<file path="config.mk">
export PLATFORM = sky130hd
export DESIGN_NAME = linefill_cache_gate
export DESIGN_NICKNAME = d
export VERILOG_FILES = /design/src/rtl/lfc_pkg.sv /design/src/rtl/lfc_range_entry.sv /design/src/rtl/lfc_range_bank.sv /design/src/rtl/lfc_classify.sv /design/src/rtl/lfc_pin_sampler.sv /design/src/rtl/linefill_cache_gate.sv
export SDC_FILE = /design/constraint.sdc
export NUM_CORES = 1
export LEC_CHECK = 0
export ABC_AREA = 0
export BUFFER_PORTS_ARGS = -buffer_cell sky130_fd_sc_hd__buf_2
export CAP_MARGIN = 20
export CORE_ASPECT_RATIO = 0.75
export CORE_MARGIN = 4
export CORE_UTILIZATION = 30
export DETAILED_ROUTE_END_ITERATION = 6
export PLACE_DENSITY = 0.55
export SLEW_MARGIN = 25
export SYNTH_ARGS = -nofsm -noshare
export SYNTH_HDL_FRONTEND = slang
export SYNTH_SLANG_ARGS = --single-unit
</file>
<file path="constraint.sdc">
create_clock -name clk -period 2.4 [get_ports clk]
set_input_delay 0.36 -clock clk [delete_from_list [all_inputs] [get_ports clk]]
set_output_delay 0.36 -clock clk [all_outputs]
set_load 0.1 [all_outputs]
</file>
<file path="src/rtl/lfc_pkg.sv">
package lfc_pkg;

    typedef enum logic [1:0] {
        RT_OFF = 2'd0,
        RT_UC  = 2'd1,
        RT_WC  = 2'd2,
        RT_RSV = 2'd3
    } range_type_e;

    typedef enum logic [1:0] {
        MK_WB = 2'd0,
        MK_UC = 2'd1,
        MK_WC = 2'd2
    } mem_kind_e;

    typedef struct packed {
        logic uc_hit;
        logic wc_hit;
    } range_vote_t;

    typedef enum logic {
        SP_IDLE = 1'b0,
        SP_WAIT = 1'b1
    } samp_state_e;

    // Merge rule: uncacheable range beats write-combining, which beats the page bit.
    function automatic mem_kind_e merge_kind(input range_vote_t v, input logic pcd);
        if (v.uc_hit)      return MK_UC;
        else if (v.wc_hit) return MK_WC;
        else if (pcd)      return MK_UC;
        else               return MK_WB;
    endfunction

    function automatic logic type_active(input range_type_e t);
        return (t == RT_UC) || (t == RT_WC);
    endfunction

endpackage

</file>
<file path="src/rtl/lfc_range_entry.sv">
module lfc_range_entry
    import lfc_pkg::*;
#(
    parameter int ADDR_W = 32
) (
    input  logic              clk,
    input  logic              rst,
    input  logic              wr_en,
    input  logic [ADDR_W-1:0] wr_base,
    input  logic [ADDR_W-1:0] wr_mask,
    input  range_type_e       wr_type,
    input  logic [ADDR_W-1:0] look_addr,
    output range_vote_t       vote
);
    logic [ADDR_W-1:0] base_q;
    logic [ADDR_W-1:0] mask_q;
    range_type_e       type_q;
    logic              addr_eq;

    always_ff @(posedge clk) begin
        if (rst) begin
            base_q <= '0;
            mask_q <= '0;
            type_q <= RT_OFF;
        end else if (wr_en) begin
            base_q <= wr_base;
            mask_q <= wr_mask;
            type_q <= wr_type;
        end
    end

    always_comb begin
        addr_eq     = ((look_addr & mask_q) == (base_q & mask_q));
        vote.uc_hit = addr_eq && type_active(type_q) && (type_q == RT_UC);
        vote.wc_hit = addr_eq && type_active(type_q) && (type_q == RT_WC);
    end


    one_vote_chk: assert property (@(posedge clk) disable iff (rst)
        !(vote.uc_hit && vote.wc_hit));

endmodule

</file>
<file path="src/rtl/lfc_range_bank.sv">
module lfc_range_bank
    import lfc_pkg::*;
#(
    parameter int ADDR_W     = 32,
    parameter int NUM_RANGES = 2,
    localparam int IDX_W     = (NUM_RANGES > 1) ? $clog2(NUM_RANGES) : 1
) (
    input  logic              clk,
    input  logic              rst,
    input  logic              cfg_we,
    input  logic [IDX_W-1:0]  cfg_idx,
    input  logic [ADDR_W-1:0] cfg_base,
    input  logic [ADDR_W-1:0] cfg_mask,
    input  logic [1:0]        cfg_type,
    input  logic [ADDR_W-1:0] look_addr,
    output range_vote_t       vote_any
);
    range_vote_t votes [NUM_RANGES];
    range_type_e wr_type;

    assign wr_type = range_type_e'(cfg_type);

    for (genvar gi = 0; gi < NUM_RANGES; gi++) begin : g_entry
        logic sel_we;
        assign sel_we = cfg_we && (cfg_idx == IDX_W'(gi));
        lfc_range_entry #(.ADDR_W(ADDR_W)) u_entry (
            .clk      (clk),
            .rst      (rst),
            .wr_en    (sel_we),
            .wr_base  (cfg_base),
            .wr_mask  (cfg_mask),
            .wr_type  (wr_type),
            .look_addr(look_addr),
            .vote     (votes[gi])
        );
    end

    always_comb begin
        vote_any = '0;
        for (int i = 0; i < NUM_RANGES; i++) begin
            vote_any.uc_hit = vote_any.uc_hit | votes[i].uc_hit;
            vote_any.wc_hit = vote_any.wc_hit | votes[i].wc_hit;
        end
    end

endmodule

</file>
<file path="src/rtl/lfc_classify.sv">
module lfc_classify
    import lfc_pkg::*;
(
    input  logic        clk,
    input  logic        rst,
    input  range_vote_t vote,
    input  logic        pcd,
    output mem_kind_e   kind
);
    assign kind = merge_kind(vote, pcd);


    uc_wins_chk: assert property (@(posedge clk) disable iff (rst)
        vote.uc_hit |-> (kind == MK_UC));


    wc_only_chk: assert property (@(posedge clk) disable iff (rst)
        (kind == MK_WC) |-> (vote.wc_hit && !vote.uc_hit));


    pcd_blocks_chk: assert property (@(posedge clk) disable iff (rst)
        pcd |-> (kind != MK_WB));

endmodule

</file>
<file path="src/rtl/lfc_pin_sampler.sv">
module lfc_pin_sampler
    import lfc_pkg::*;
(
    input  logic      clk,
    input  logic      rst,
    input  logic      start,
    input  mem_kind_e kind_in,
    input  logic      strobe,
    input  logic      pin_n,
    output logic      vld,
    output logic      fill,
    output mem_kind_e kind_out
);
    samp_state_e st_q;
    mem_kind_e   kind_q;

    always_ff @(posedge clk) begin
        if (rst) begin
            st_q     <= SP_IDLE;
            kind_q   <= MK_WB;
            vld      <= 1'b0;
            fill     <= 1'b0;
            kind_out <= MK_WB;
        end else begin
            vld <= 1'b0;
            if (start) begin
                st_q   <= SP_WAIT;
                kind_q <= kind_in;
            end else if ((st_q == SP_WAIT) && strobe) begin
                st_q     <= SP_IDLE;
                vld      <= 1'b1;
                fill     <= (kind_q == MK_WB) && !pin_n;
                kind_out <= kind_q;
            end
        end
    end


    reset_quiet_chk: assert property (@(posedge clk)
        rst |=> (!vld && !fill && (kind_out == MK_WB)));


    single_pulse_chk: assert property (@(posedge clk) disable iff (rst)
        vld |=> !vld);


    hold_between_chk: assert property (@(posedge clk) disable iff (rst)
        !vld |-> ($stable(fill) && $stable(kind_out)));


    fill_needs_wb_chk: assert property (@(posedge clk) disable iff (rst)
        fill |-> (kind_out == MK_WB));


    vld_after_strobe_chk: assert property (@(posedge clk) disable iff (rst)
        vld |-> $past(strobe && !start));

endmodule

</file>
<file path="src/rtl/linefill_cache_gate.sv">
module linefill_cache_gate
    import lfc_pkg::*;
#(
    parameter int ADDR_W     = 32,
    parameter int NUM_RANGES = 2,
    localparam int IDX_W     = (NUM_RANGES > 1) ? $clog2(NUM_RANGES) : 1
) (
    input  logic              clk,
    input  logic              rst,
    input  logic              cfg_we,
    input  logic [IDX_W-1:0]  cfg_idx,
    input  logic [ADDR_W-1:0] cfg_base,
    input  logic [ADDR_W-1:0] cfg_mask,
    input  logic [1:0]        cfg_type,
    input  logic              acc_start,
    input  logic [ADDR_W-1:0] acc_addr,
    input  logic              acc_pcd,
    input  logic              burst_rdy,
    input  logic              next_addr,
    input  logic              cache_en_n,
    output logic              decide_vld,
    output logic              fill_ok,
    output logic [1:0]        mem_type
);
    range_vote_t vote;
    mem_kind_e   kind_now;
    mem_kind_e   kind_dec;
    logic        strobe;

    assign strobe   = burst_rdy | next_addr;
    assign mem_type = kind_dec;

    lfc_range_bank #(.ADDR_W(ADDR_W), .NUM_RANGES(NUM_RANGES)) u_bank (
        .clk      (clk),
        .rst      (rst),
        .cfg_we   (cfg_we),
        .cfg_idx  (cfg_idx),
        .cfg_base (cfg_base),
        .cfg_mask (cfg_mask),
        .cfg_type (cfg_type),
        .look_addr(acc_addr),
        .vote_any (vote)
    );

    lfc_classify u_cls (
        .clk (clk),
        .rst (rst),
        .vote(vote),
        .pcd (acc_pcd),
        .kind(kind_now)
    );

    lfc_pin_sampler u_samp (
        .clk     (clk),
        .rst     (rst),
        .start   (acc_start),
        .kind_in (kind_now),
        .strobe  (strobe),
        .pin_n   (cache_en_n),
        .vld     (decide_vld),
        .fill    (fill_ok),
        .kind_out(kind_dec)
    );


    pin_veto_chk: assert property (@(posedge clk) disable iff (rst)
        (decide_vld && fill_ok) |-> $past(!cache_en_n));

endmodule

</file>
== Yosys cells after proc, flatten, opt, wreduce, memory -nomap -nowiden ==
Index checks and enable logic that the tools add are counted.
Operators by class
  multiply operators: 0
  reduce and logical (&&, ||, !) cells: 17
  magnitude comparators: 0
  multiplexer cells: 6
  div/mod/pow operators: 0
  equal/unequal tests: 6
  bitwise operators: 9
  shift operators: 0
  add/sub/neg operators: 0
Operator list (number)
  $and A32 B32 Y32: 4
  $eq A32 B32 Y1: 2
  $logic_and A1 B1 Y1: 10
  $eq A2 B1 Y1 const B: 2
  $eq A2 B2 Y1 const B: 2
  $mux W1: 4
  $mux W2: 2
  $or A1 B1 Y1: 3
  $logic_not A2 Y1: 1
  $logic_or A1 B1 Y1: 2
  $not A1 Y1: 2
  $reduce_and A2 Y1: 1
  $reduce_bool A2 Y1: 1
  $reduce_or A2 Y1: 1
  $logic_not A1 Y1: 1
Storage, ports and cells
  RAM bits: 0
  bits in read-only memories: 0
  output and inout port bits: 4
  memories kept: 0
  latch bits: 0
  logic and storage cells: 49
  bits in registers: 139

== Longest topological paths before layout ==
Gate-level depths: netlist of the first run.
  depth in word-level cells: 7
  gate-level depth with buffers: 6
  mapped depth without buffers: 6

== Cells and area by module ==
From an unflattened synthesis of the first run, not the netlist that was laid out.
Unflattened totals
  cells, all modules: 579
  area total of the unflattened synthesis: 5886.9 sq um
By module, submodules not included
  lfc_range_entry: times used 2, cells each 272, area an instance 2777.7 sq um
  lfc_pin_sampler: times used 1, cells each 27, area an instance 281.5 sq um
  lfc_range_bank: times used 1, cells each 4, area an instance 28.8 sq um
  lfc_classify: times used 1, cells each 3, area an instance 15.0 sq um
  linefill_cache_gate: times used 1, cells each 1, area an instance 6.3 sq um

== Least setup slack after synthesis of the first run ==
OpenSTA, ideal clock, no wires.
  path kind: input port to flip-flop
  start: input port acc_addr[30]
  end: register u_samp.kind_q[1]
  arrival time: 1.790 ns
  slack: 0.493 ns
  cell stages on the path: 6
  buffers on the path: 0
  path through: xor2_1 -> a22oi_1 -> nand4_1 -> or4_4 -> o221a_1 -> a32o_1
Between the ends
  cells in the longest elaborated chain, start to end: 7
  elaborated cells on any way between the ends: 14
RTL lines
  start: declaration: line linefill_cache_gate.sv:16  | input logic [ADDR_W-1:0] acc_addr,
  $and A32 B32 Y32: line lfc_range_entry.sv:33  | addr_eq = ((look_addr & mask_q) == (base_q & mask_q));
  $eq A32 B32 Y1: line lfc_range_entry.sv:33
  $logic_and A1 B1 Y1: line lfc_range_entry.sv:34, lfc_range_entry.sv:35
  $logic_and A1 B1 Y1: line lfc_range_entry.sv:35  | vote.wc_hit = addr_eq && type_active(type_q) && (type_q == RT_WC);
  $or A1 B1 Y1: line lfc_range_bank.sv:42  | vote_any.wc_hit = vote_any.wc_hit | votes[i].wc_hit;
  $mux W2: line lfc_pkg.sv:29  | else if (v.wc_hit) return MK_WC;
  $mux W2 *: line lfc_pkg.sv:28  | if (v.uc_hit) return MK_UC;
  end signal: assignment: line lfc_pin_sampler.sv:28  | kind_q <= kind_in;
  end: declaration: line lfc_pin_sampler.sv:15  | mem_kind_e kind_q;
Mark *: on every way between the ends. The rest lies on a longest branch, timed or not.
A chain may end at the register's enable or synchronous reset.

== Worst setup path in the final report of the first run ==
  start: register u_bank.g_entry[0].u_entry.base_q[2]
  end: register u_samp.kind_q[1]
Between the ends
  cells in the longest elaborated chain, start to end: 7
  elaborated cells on any way between the ends: 9
RTL lines
  start: declaration: line lfc_range_entry.sv:15  | logic [ADDR_W-1:0] base_q;
  start signal: assignment: line lfc_range_entry.sv:26  | base_q <= wr_base;
  $and A32 B32 Y32 *: line lfc_range_entry.sv:33
  $eq A32 B32 Y1 *: line lfc_range_entry.sv:33
  $logic_and A1 B1 Y1 *: line lfc_range_entry.sv:34, lfc_range_entry.sv:35
  $logic_and A1 B1 Y1: line lfc_range_entry.sv:35
  $or A1 B1 Y1: line lfc_range_bank.sv:42
  $mux W2: line lfc_pkg.sv:29
  $mux W2 *: line lfc_pkg.sv:28
Marks and branches as above.

==> flow_summary.json, run 1 <==
{
  "final_nets": 928,
  "synth.top_cell.area_share": 0.488,
  "routed_via_density": 4.73,
  "synthMuxAreaShare": 0.00526,
  "synth_area_um2": 5700,
  "synth_seq_cells": 139,
  "portBuffers": 110,
  "cts_tree": "built",
  "synth_edf_count": 0,
  "synth_fp_nets": 831,
  "insertion_delay_ns": 0.42,
  "synthAdderAreaFrac": 0.00877,
  "setup_viol_count_final": 0,
  "hold_path.class": "primary input to flip-flop",
  "syn_area_per_cell_um2": 7.92,
  "critPathRequiredTime_ns": 2.71,
  "numCtsBuffers": 17,
  "postCtsSetupBuffers": 0,
  "cts_root_buf": "clkbuf_16",
  "drc": 0,
  "start_util": 0.307,
  "antenna_found_initial": 6,
  "ant_nets": 0,
  "routedWlPerCell_um": 16.4,
  "coreArea_um2": 18600,
  "fillers": 1997,
  "wirelength_um": 17700,
  "status": "completed",
  "synthDominantAreaCellType": "dfxtp_1",
  "crit_path_end_kind": "flip-flop",
  "fmax_mhz": 461,
  "dp_hpwl_um": 12600,
  "htree_levels": 4,
  "dp_slack_ns": 0.107,
  "synthArstFlopShare": 0,
  "grt_pass1_wl_um": 27900,
  "netlist_top_cells_count": "265 x nand2_1, 139 x dfxtp_1, 133 x a21oi_1",
  "irDropWorstVdd_uv": 386,
  "synth.area.top_cells": "dfxtp_1 49%, nand2_1 17%, a21oi_1 12%",
  "cts.sinks": 139,
  "synth_compound_area_frac": 0.166,
  "drtIter0Drc": 439,
  "cts_resized": 0,
  "first_global_vias": 5035,
  "place_congestion": 0.812,
  "synth_cells": 720,
  "clkTransAtPathRegs_ns": 0.06,
  "dieArea_um2": 21300,
  "synth-seq-area-share": 0.488,
  "fin_skew_ns": 0.00493,
  "fin_crit_ns": 2.17,
  "critPathMaxFanout": 3,
  "drive_gt1_frac": 0.189,
  "synth_top_family_by_area": "simple AND/OR/NAND/NOR gates",
  "cp.arrival_ns": 2.48,
  "hold_viol_final": 0,
  "areaGrowthSynthToFinish_pct": 25.8,
  "synthSimpleGateAreaFrac": 0.200,
  "path_class": "flip-flop to flip-flop",
  "maxCapViolations": 0,
  "grt_max_degree": 67,
  "die_h_um": 127,
  "cellPowerDensity_nw_per_um2": 800,
  "cts_buffer_depth": 2,
  "period_share": 0.904,
  "synth-main-ff-cell": "dfxtp_1",
  "hold_buffers": 0,
  "worst_pin_slew_ns": 0.604,
  "die_width_um": 167,
  "ios": 111,
  "rsz0062_at_grt": "no",
  "r2r_slack_ns": 0.23,
  "overflow": 0,
  "relSlewSlack": 0.596,
  "yosysUniqueCellTypes": 23,
  "slew_viol_final": 0,
  "setup_ws_ns": 0.231,
  "dr.pass1.iters": 5,
  "setup-tns-final_ns": 0,
  "grt_use_total": 0.168,
  "synth_xor_area_frac": 0.0983,
  "num_vias": 5101,
  "p_leak_nw": 2.95,
  "yosys_warnings": 0,
  "crit_path_start_kind": "flip-flop",
  "rows": 43,
  "synthMostInstantiatedCell": "nand2_1"
}
[kinds of logic after synthesis]
| logic type | Yosys count |
|---|---|
| simple gates | 290 |
| compound gates | 170 |
| flops | 139 |
| xor+xnor | 64 |
| buf+inv | 50 |
| fa+ha+maj | 4 |
| mux | 3 |
[layout by cell type (no fill, tap or decap), types with 2 or more instances in the layout]
cell type	n
bufinv_16	3
inv_1	7
or4_4	2
buf_2	109
buf_4	6
nand4_1	8
xor2_1	64
ha_1	4
dfxtp_1	139
buf_12	6
clkinv_4	2
clkbuf_1	2
a22oi_1	32
a21oi_1	133
nand2b_1	2
clkbuf_16	17
nor2_1	7
nand2_1	264
clkinv_2	5
clkinvlp_4	2
mux2i_1	3
[worst max-delay path, stage by stage (launching register included)]
cell	delay, ns
dfxtp_1	0.32
xor2_1	0.16
a22oi_1	0.29
nand4_1	0.18
or4_4	0.58
o221a_1	0.28
a32o_1	0.25
[per-layer routing]
layer / vias up / wire length, um / global-route usage
met5: - / 86 / 0
met4: 12 / 338 / 0.0587
met3: 37 / 1300 / 0.0563
li1: 2567 / - / -
met2: 144 / 7020 / 0.236
met1: 2341 / 8950 / 0.241
[area by class of cell]
class / count / area [um^2] / area share
Inverter: 7 / 26.3 / 0.00366
Clock buffer: 20 / 447 / 0.0623
Multi-Input combinational cell: 531 / 2750 / 0.383
Antenna cell: 1 / 2.50 / 0.000349
Timing Repair Buffer: 121 / 711 / 0.0991
Tap cell: 247 / 309 / 0.0431
Clock inverter: 12 / 148 / 0.0206
Sequential cell: 139 / 2780 / 0.388
[registers in the layout (all words and copies together) (netlist names)]
register and count:
u_samp.st_q 1, u_bank.g_entry.u_entry.type_q 4, u_samp.kind_out 2, u_bank.g_entry.u_entry.mask_q 64, u_bank.g_entry.u_entry.base_q 64, u_samp.kind_q 2
u_samp.fill 1, u_samp.vld 1
[path summary, 6_finish.rpt]
kind                                         from                                   end  cells after the start
max           u_bank.g_entry[0].u_entry.base_q[2]                      u_samp.kind_q[1]                      6
min                                  cfg_mask[13]  u_bank.g_entry[0].u_entry.mask_q[13]                      3
max reg2reg   u_bank.g_entry[0].u_entry.base_q[2]                      u_samp.kind_q[1]                      6
min reg2reg  u_bank.g_entry[1].u_entry.mask_q[21]  u_bank.g_entry[1].u_entry.mask_q[21]                      2
[power breakdown]
part / total (W) / switching, W / internal, W
Combinational: 0.000603 / 0.000367 / 0.000236
Clock: 0.00266 / 0.00100 / 0.00165
Sequential: 0.00248 / 0.0000629 / 0.00241
Total: 0.00574 / 0.00143 / 0.00430
[stage by stage]
stage / utilization / hold WS, ns / instance area [um^2] / std cells / total power, W
2_1_floorplan: - / 0.436 / 5700 / 720 / 0.00284
3_3_place_gp: 0.354 / 0.443 / 6580 / 1045 / 0.00313
3_5_place_dp: 0.354 / 0.447 / 6580 / 1045 / 0.00313
4_1_cts: 0.386 / 0.167 / 7170 / 1077 / 0.00579
5_1_grt: 0.386 / 0.183 / 7170 / 1077 / 0.00597
6_report: 0.386 / 0.187 / 7170 / 1078 / 0.00574
No activity file was read; power rests on OpenSTA's default activity.
==> run 2: changes to the inputs <==
--- a/config.mk
+++ b/config.mk
@@ -10,9 +10,9 @@
 export CAP_MARGIN = 20
 export CORE_ASPECT_RATIO = 0.75
 export CORE_MARGIN = 4
-export CORE_UTILIZATION = 30
+export CORE_UTILIZATION = 36
 export DETAILED_ROUTE_END_ITERATION = 6
-export PLACE_DENSITY = 0.55
+export PLACE_DENSITY = 0.62
 export SLEW_MARGIN = 25
 export SYNTH_ARGS = -nofsm -noshare
 export SYNTH_HDL_FRONTEND = slang
==> run 2 against run 1 <==
Net effect: maximum frequency up 0.66%; hold slack better by 0.0065 ns; wire length down 4.1%; sequential share of layout area up 0.55 points; critical path depth unchanged; clock-buffer cell count up 2; combinational power down 1%; global-route usage up 2.3 points; largest power group unchanged; highest routed layer unchanged.
==> flow_summary.json, run 2 (synthesis results as in run 1) <==
{
  "status": "completed",
  "htree_levels": 4,
  "postCtsSetupBuffers": 0,
  "path_class": "flip-flop to flip-flop",
  "placed_cell_area_um2": 6490,
  "areaGrowthSynthToFinish_pct": 24.0,
  "die_h_um": 117,
  "setup_ws_ns": 0.246,
  "cts_buffer_depth": 2,
  "worst_pin_slew_ns": 0.660,
  "irDropWorstVdd_uv": 548,
  "crit_path_start_kind": "flip-flop",
  "drtIter0Drc": 429,
  "cts_resized": 0,
  "clkTransAtPathRegs_ns": 0.06,
  "crit_path_end_kind": "flip-flop",
  "first_global_vias": 4782,
  "slew_viol_final": 0,
  "layout_commonest_cell": "nand2_1",
  "overflow": 0,
  "diodes": 0,
  "cts_root_buf": "clkbuf_16",
  "fin_skew_ns": 0.00540,
  "rows": 39,
  "relSlewSlack": 0.559,
  "ant_nets": 0,
  "grt_use_total": 0.192,
  "setup_viol_count_final": 0,
  "dieArea_um2": 17900,
  "num_vias": 5117,
  "p_leak_nw": 2.93,
  "antenna_found_initial": 2,
  "critPathMaxFanout": 3,
  "period_share": 0.898,
  "insertion_delay_ns": 0.41,
  "ios": 111,
  "cp.arrival_ns": 2.46,
  "grt_pass1_wl_um": 26500,
  "dp_slack_ns": 0.110,
  "start_util": 0.371,
  "cts.sinks": 139,
  "wirelength_um": 17000,
  "hold_path.class": "primary input to flip-flop",
  "hold_viol_final": 0,
  "cellPowerDensity_nw_per_um2": 805,
  "fin_area_um2": 7070,
  "routed_via_density": 4.96,
  "reg_top3": "u_bank.g_entry.u_entry.base_q x64, u_bank.g_entry.u_entry.mask_q x64, u_bank.g_entry.u_entry.type_q x4",
  "hold_buffers": 0,
  "rsz0062_at_grt": "no",
  "setup-tns-final_ns": 0,
  "numCtsBuffers": 17,
  "fmax_mhz": 464,
  "dr.pass1.iters": 5,
  "portBuffers": 110,
  "drc": 0,
  "place_congestion": 0.777,
  "drive_gt1_frac": 0.184,
  "fin_crit_ns": 2.15,
  "critPathRequiredTime_ns": 2.71,
  "coreArea_um2": 15400,
  "maxCapViolations": 0,
  "routedWlPerCell_um": 16.5,
  "grt_max_degree": 67,
  "final_nets": 925,
  "dp_hpwl_um": 11700,
  "die_width_um": 153,
  "cts_tree": "built",
  "final_cell_mix": "264 x nand2_1, 139 x dfxtp_1, 133 x a21oi_1"
}
-- run 2: changes by cell type in the layout (fill, tap and decap cells not counted) --
cell,delta
diode_2,-1
clkinvlp_4,-2
buf_4,-2
clkbuf_8,+1
clkbuf_1,+1
buf_12,-1
clkinv_2,+1
clkinv_4,-2
-- run 2: power breakdown --
part | switching [W] | internal, W | leakage (nW)
clock network | 0.000949 | 0.00167 | 0.293
registers | 0.0000624 | 0.00241 | 1.14
logic | 0.000367 | 0.000230 | 1.50
total | 0.00138 | 0.00432 | 2.93
-- run 2: final timing paths --
check | start | endpoint | slack (ns) | cells past startpoint
max | u_bank.g_entry[0].u_entry.base_q[2] | u_samp.kind_q[1] | 0.25 | 6
min | cfg_mask[29] | u_bank.g_entry[1].u_entry.mask_q[29] | 0.19 | 3
max reg2reg | u_bank.g_entry[0].u_entry.base_q[2] | u_samp.kind_q[1] | 0.25 | 6
min reg2reg | u_bank.g_entry[1].u_entry.mask_q[14] | u_bank.g_entry[1].u_entry.mask_q[14] | 0.45 | 2
-- run 2: routing by layer --
metal,vias up,track usage,part of all wire
met2,175,0.271,0.41
met3,15,0.0548,0.074
met5,-,0,0.0012
met4,4,0.0424,0.0073
met1,2353,0.289,0.51
li1,2570,-,-
-- run 2: critical path, stage by stage, from the launching register on --
cell	delay, ns
dfxtp_1	0.31
xor2_1	0.16
a22oi_1	0.29
nand4_1	0.17
or4_4	0.59
o221a_1	0.28
a32o_1	0.24
-- run 2: final cells by class --
cell class | count | area, um^2
Fill cell | 1587 | 8300
Sequential cell | 139 | 2780
Multi-Input combinational cell | 531 | 2750
Timing Repair Buffer | 118 | 676
Clock buffer | 22 | 464
Tap cell | 205 | 256
Clock inverter | 9 | 120
Inverter | 7 | 26.3
-- run 2: metrics by stage --
step                power [W]  hold slack, ns  std cells   util
detailed placement    0.00312           0.446       1000  0.422
floorplan             0.00284           0.436        720      -
global route          0.00592           0.186       1031  0.460
CTS                   0.00574           0.178       1031  0.460
finish                0.00569           0.194       1031  0.460
global placement      0.00311           0.441       1000  0.422
==> run 3: changes to the inputs <==
==> constraint.sdc (replaced) <==
create_clock -name clk -period 2.4 [get_ports clk]
set_input_delay 0.24 -clock clk [delete_from_list [all_inputs] [get_ports clk]]
set_output_delay 0.24 -clock clk [all_outputs]
set_load 0.1 [all_outputs]
==> run 3 against run 2 <==
Net effect: sequential power hardly changed; power is 0.98% higher; utilization rose by 0.21 points; sequential cell count stayed put; first-iteration DRC count down 9.1%; design area rose by 0.46%; global-route usage decreased by 0.65 points; critical path depth is the same; cell count is the same; non-clock buffer count down 1; largest cell class unchanged.
==> flow_summary.json, run 3 (synthesis results as in run 1) <==
{
  "cts.sinks": 139,
  "final_nets": 924,
  "hold_path_depth": 3,
  "slew_viol_final": 0,
  "coreArea_um2": 15400,
  "cp.arrival_ns": 2.47,
  "numCtsBuffers": 17,
  "reg2reg_from": "u_bank.g_entry[0].u_entry.base_q[2]",
  "drtIter0Drc": 390,
  "final_cell_mix": "264 x nand2_1, 139 x dfxtp_1, 133 x a21oi_1",
  "routedWlPerCell_um": 16.2,
  "htree_levels": 4,
  "grt_max_degree": 67,
  "path_class": "flip-flop to flip-flop",
  "post-route-util": 0.462,
  "start_util": 0.371,
  "worst_pin_slew_ns": 0.644,
  "drive_gt1_frac": 0.188,
  "antenna_found_initial": 3,
  "critPathMaxFanout": 3,
  "crit_path_start_kind": "flip-flop",
  "setup_ws_ns": 0.241,
  "die_width_um": 153,
  "routed_via_density": 4.94,
  "grt_pass1_wl_um": 25500,
  "dieArea_um2": 17900,
  "power_w": 0.00575,
  "relSlewSlack": 0.570,
  "maxCapViolations": 0,
  "portBuffers": 110,
  "setup_viol_count_final": 0,
  "first_global_vias": 4665,
  "diodes": 0,
  "drc": 0,
  "irDropWorstVdd_uv": 494,
  "overflow": 0,
  "cts_root_buf": "clkbuf_16",
  "insertion_delay_ns": 0.41,
  "hold_buffers": 0,
  "cellPowerDensity_nw_per_um2": 809,
  "critPathRequiredTime_ns": 2.71,
  "wirelength_um": 16700,
  "areaGrowthSynthToFinish_pct": 24.6,
  "grt_use_total": 0.185,
  "clkTransAtPathRegs_ns": 0.06,
  "worstRegToRegCells": 6,
  "r2r_slack_ns": 0.24,
  "dp_hpwl_um": 11600,
  "met2_usage": 0.259,
  "hold_viol_final": 0,
  "fmax_mhz": 463,
  "met3_usage": 0.0511,
  "cts_resized": 0,
  "r2r-end": "u_samp.kind_q[1]",
  "hold_path_end": "u_bank.g_entry[1].u_entry.base_q[13]",
  "rsz0062_at_grt": "no",
  "dp_slack_ns": 0.218,
  "fin_skew_ns": 0.00635,
  "postCtsSetupBuffers": 0,
  "hold_path.class": "primary input to flip-flop",
  "crit_path_end_kind": "flip-flop",
  "dr.pass1.iters": 5,
  "place_congestion": 0.808,
  "num_vias": 5094,
  "p_leak_nw": 2.93,
  "die_h_um": 117,
  "top_usage_layer": "met1",
  "ant_nets": 0,
  "reg_top3": "u_bank.g_entry.u_entry.base_q x64, u_bank.g_entry.u_entry.mask_q x64, u_bank.g_entry.u_entry.type_q x4",
  "fin_crit_ns": 2.16,
  "ios": 111,
  "setup-tns-final_ns": 0,
  "hp-start": "cfg_base[13]",
  "rows": 39,
  "layout_commonest_cell": "nand2_1",
  "status": "completed",
  "period_share": 0.900,
  "cts_buffer_depth": 2,
  "met1_usage": 0.276,
  "cts_tree": "built"
}
-- run 3: cell count changes in the layout (fill, tap and decap cells not counted) --
cell        before  now
buf_12           5    6
buf_4            4    2
clkbuf_1         3    0
clkbuf_8         2    3
clkinv_2         6    5
clkinvlp_4       0    4
-- run 3: per-layer routing --
metal / share of wire / wire (um)
met4: 0.012 / 207
met5: 0.0014 / 23
met1: 0.50 / 8380
met3: 0.080 / 1330
met2: 0.41 / 6780
-- run 3: area by class of cell --
cell class | count | area [um^2]
multi-input cells | 531 | 2750
well taps | 205 | 256
clock buffers | 20 | 467
fillers | 1554 | 8270
inverters | 7 | 26.3
flip-flops and latches | 139 | 2780
clock inverters | 12 | 145
repair buffers | 117 | 681
-- run 3: how the worst max path moves through the flow --
| stage | depth (start not counted) | start | to |
|---|---|---|---|
| 2_1_floorplan | 6 | u_bank.g_entry[0].u_entry.base_q[30] | u_samp.kind_q[1] |
| 3_3_place_gp | 7 | acc_addr[23] | u_samp.kind_q[1] |
| 3_5_place_dp | 7 | acc_addr[2] | u_samp.kind_q[1] |
| 4_1_cts | 6 | u_bank.g_entry[0].u_entry.base_q[2] | u_samp.kind_q[1] |
| 5_1_grt | 6 | u_bank.g_entry[0].u_entry.base_q[23] | u_samp.kind_q[1] |
| 6_report | 6 | u_bank.g_entry[0].u_entry.base_q[2] | u_samp.kind_q[1] |
-- run 3: critical path, cell delays in order, from the launching register on --
cell and delay, ns:
dfxtp_1 0.32, xor2_1 0.16, a22oi_1 0.27, nand4_1 0.18, or4_4 0.60, o221a_1 0.28, a32o_1 0.24
-- run 3: stage by stage --
stage	hold slack, ns	instance area (um^2)	cells
floorplan	0.357	5700	720
CTS	0.0579	7110	1031
global placement	0.443	6490	999
finish	0.0677	7110	1031
global route	0.0714	7110	1031
detailed placement	0.447	6490	999
-- run 3: report_power, final --
part / leakage (nW) / internal, W / switching, W / total (W)
Sequential: 1.14 / 0.00241 / 0.0000633 / 0.00248
Combinational: 1.50 / 0.000232 / 0.000363 / 0.000595
Clock: 0.294 / 0.00171 / 0.000973 / 0.00268
Total: 2.93 / 0.00435 / 0.00140 / 0.00575
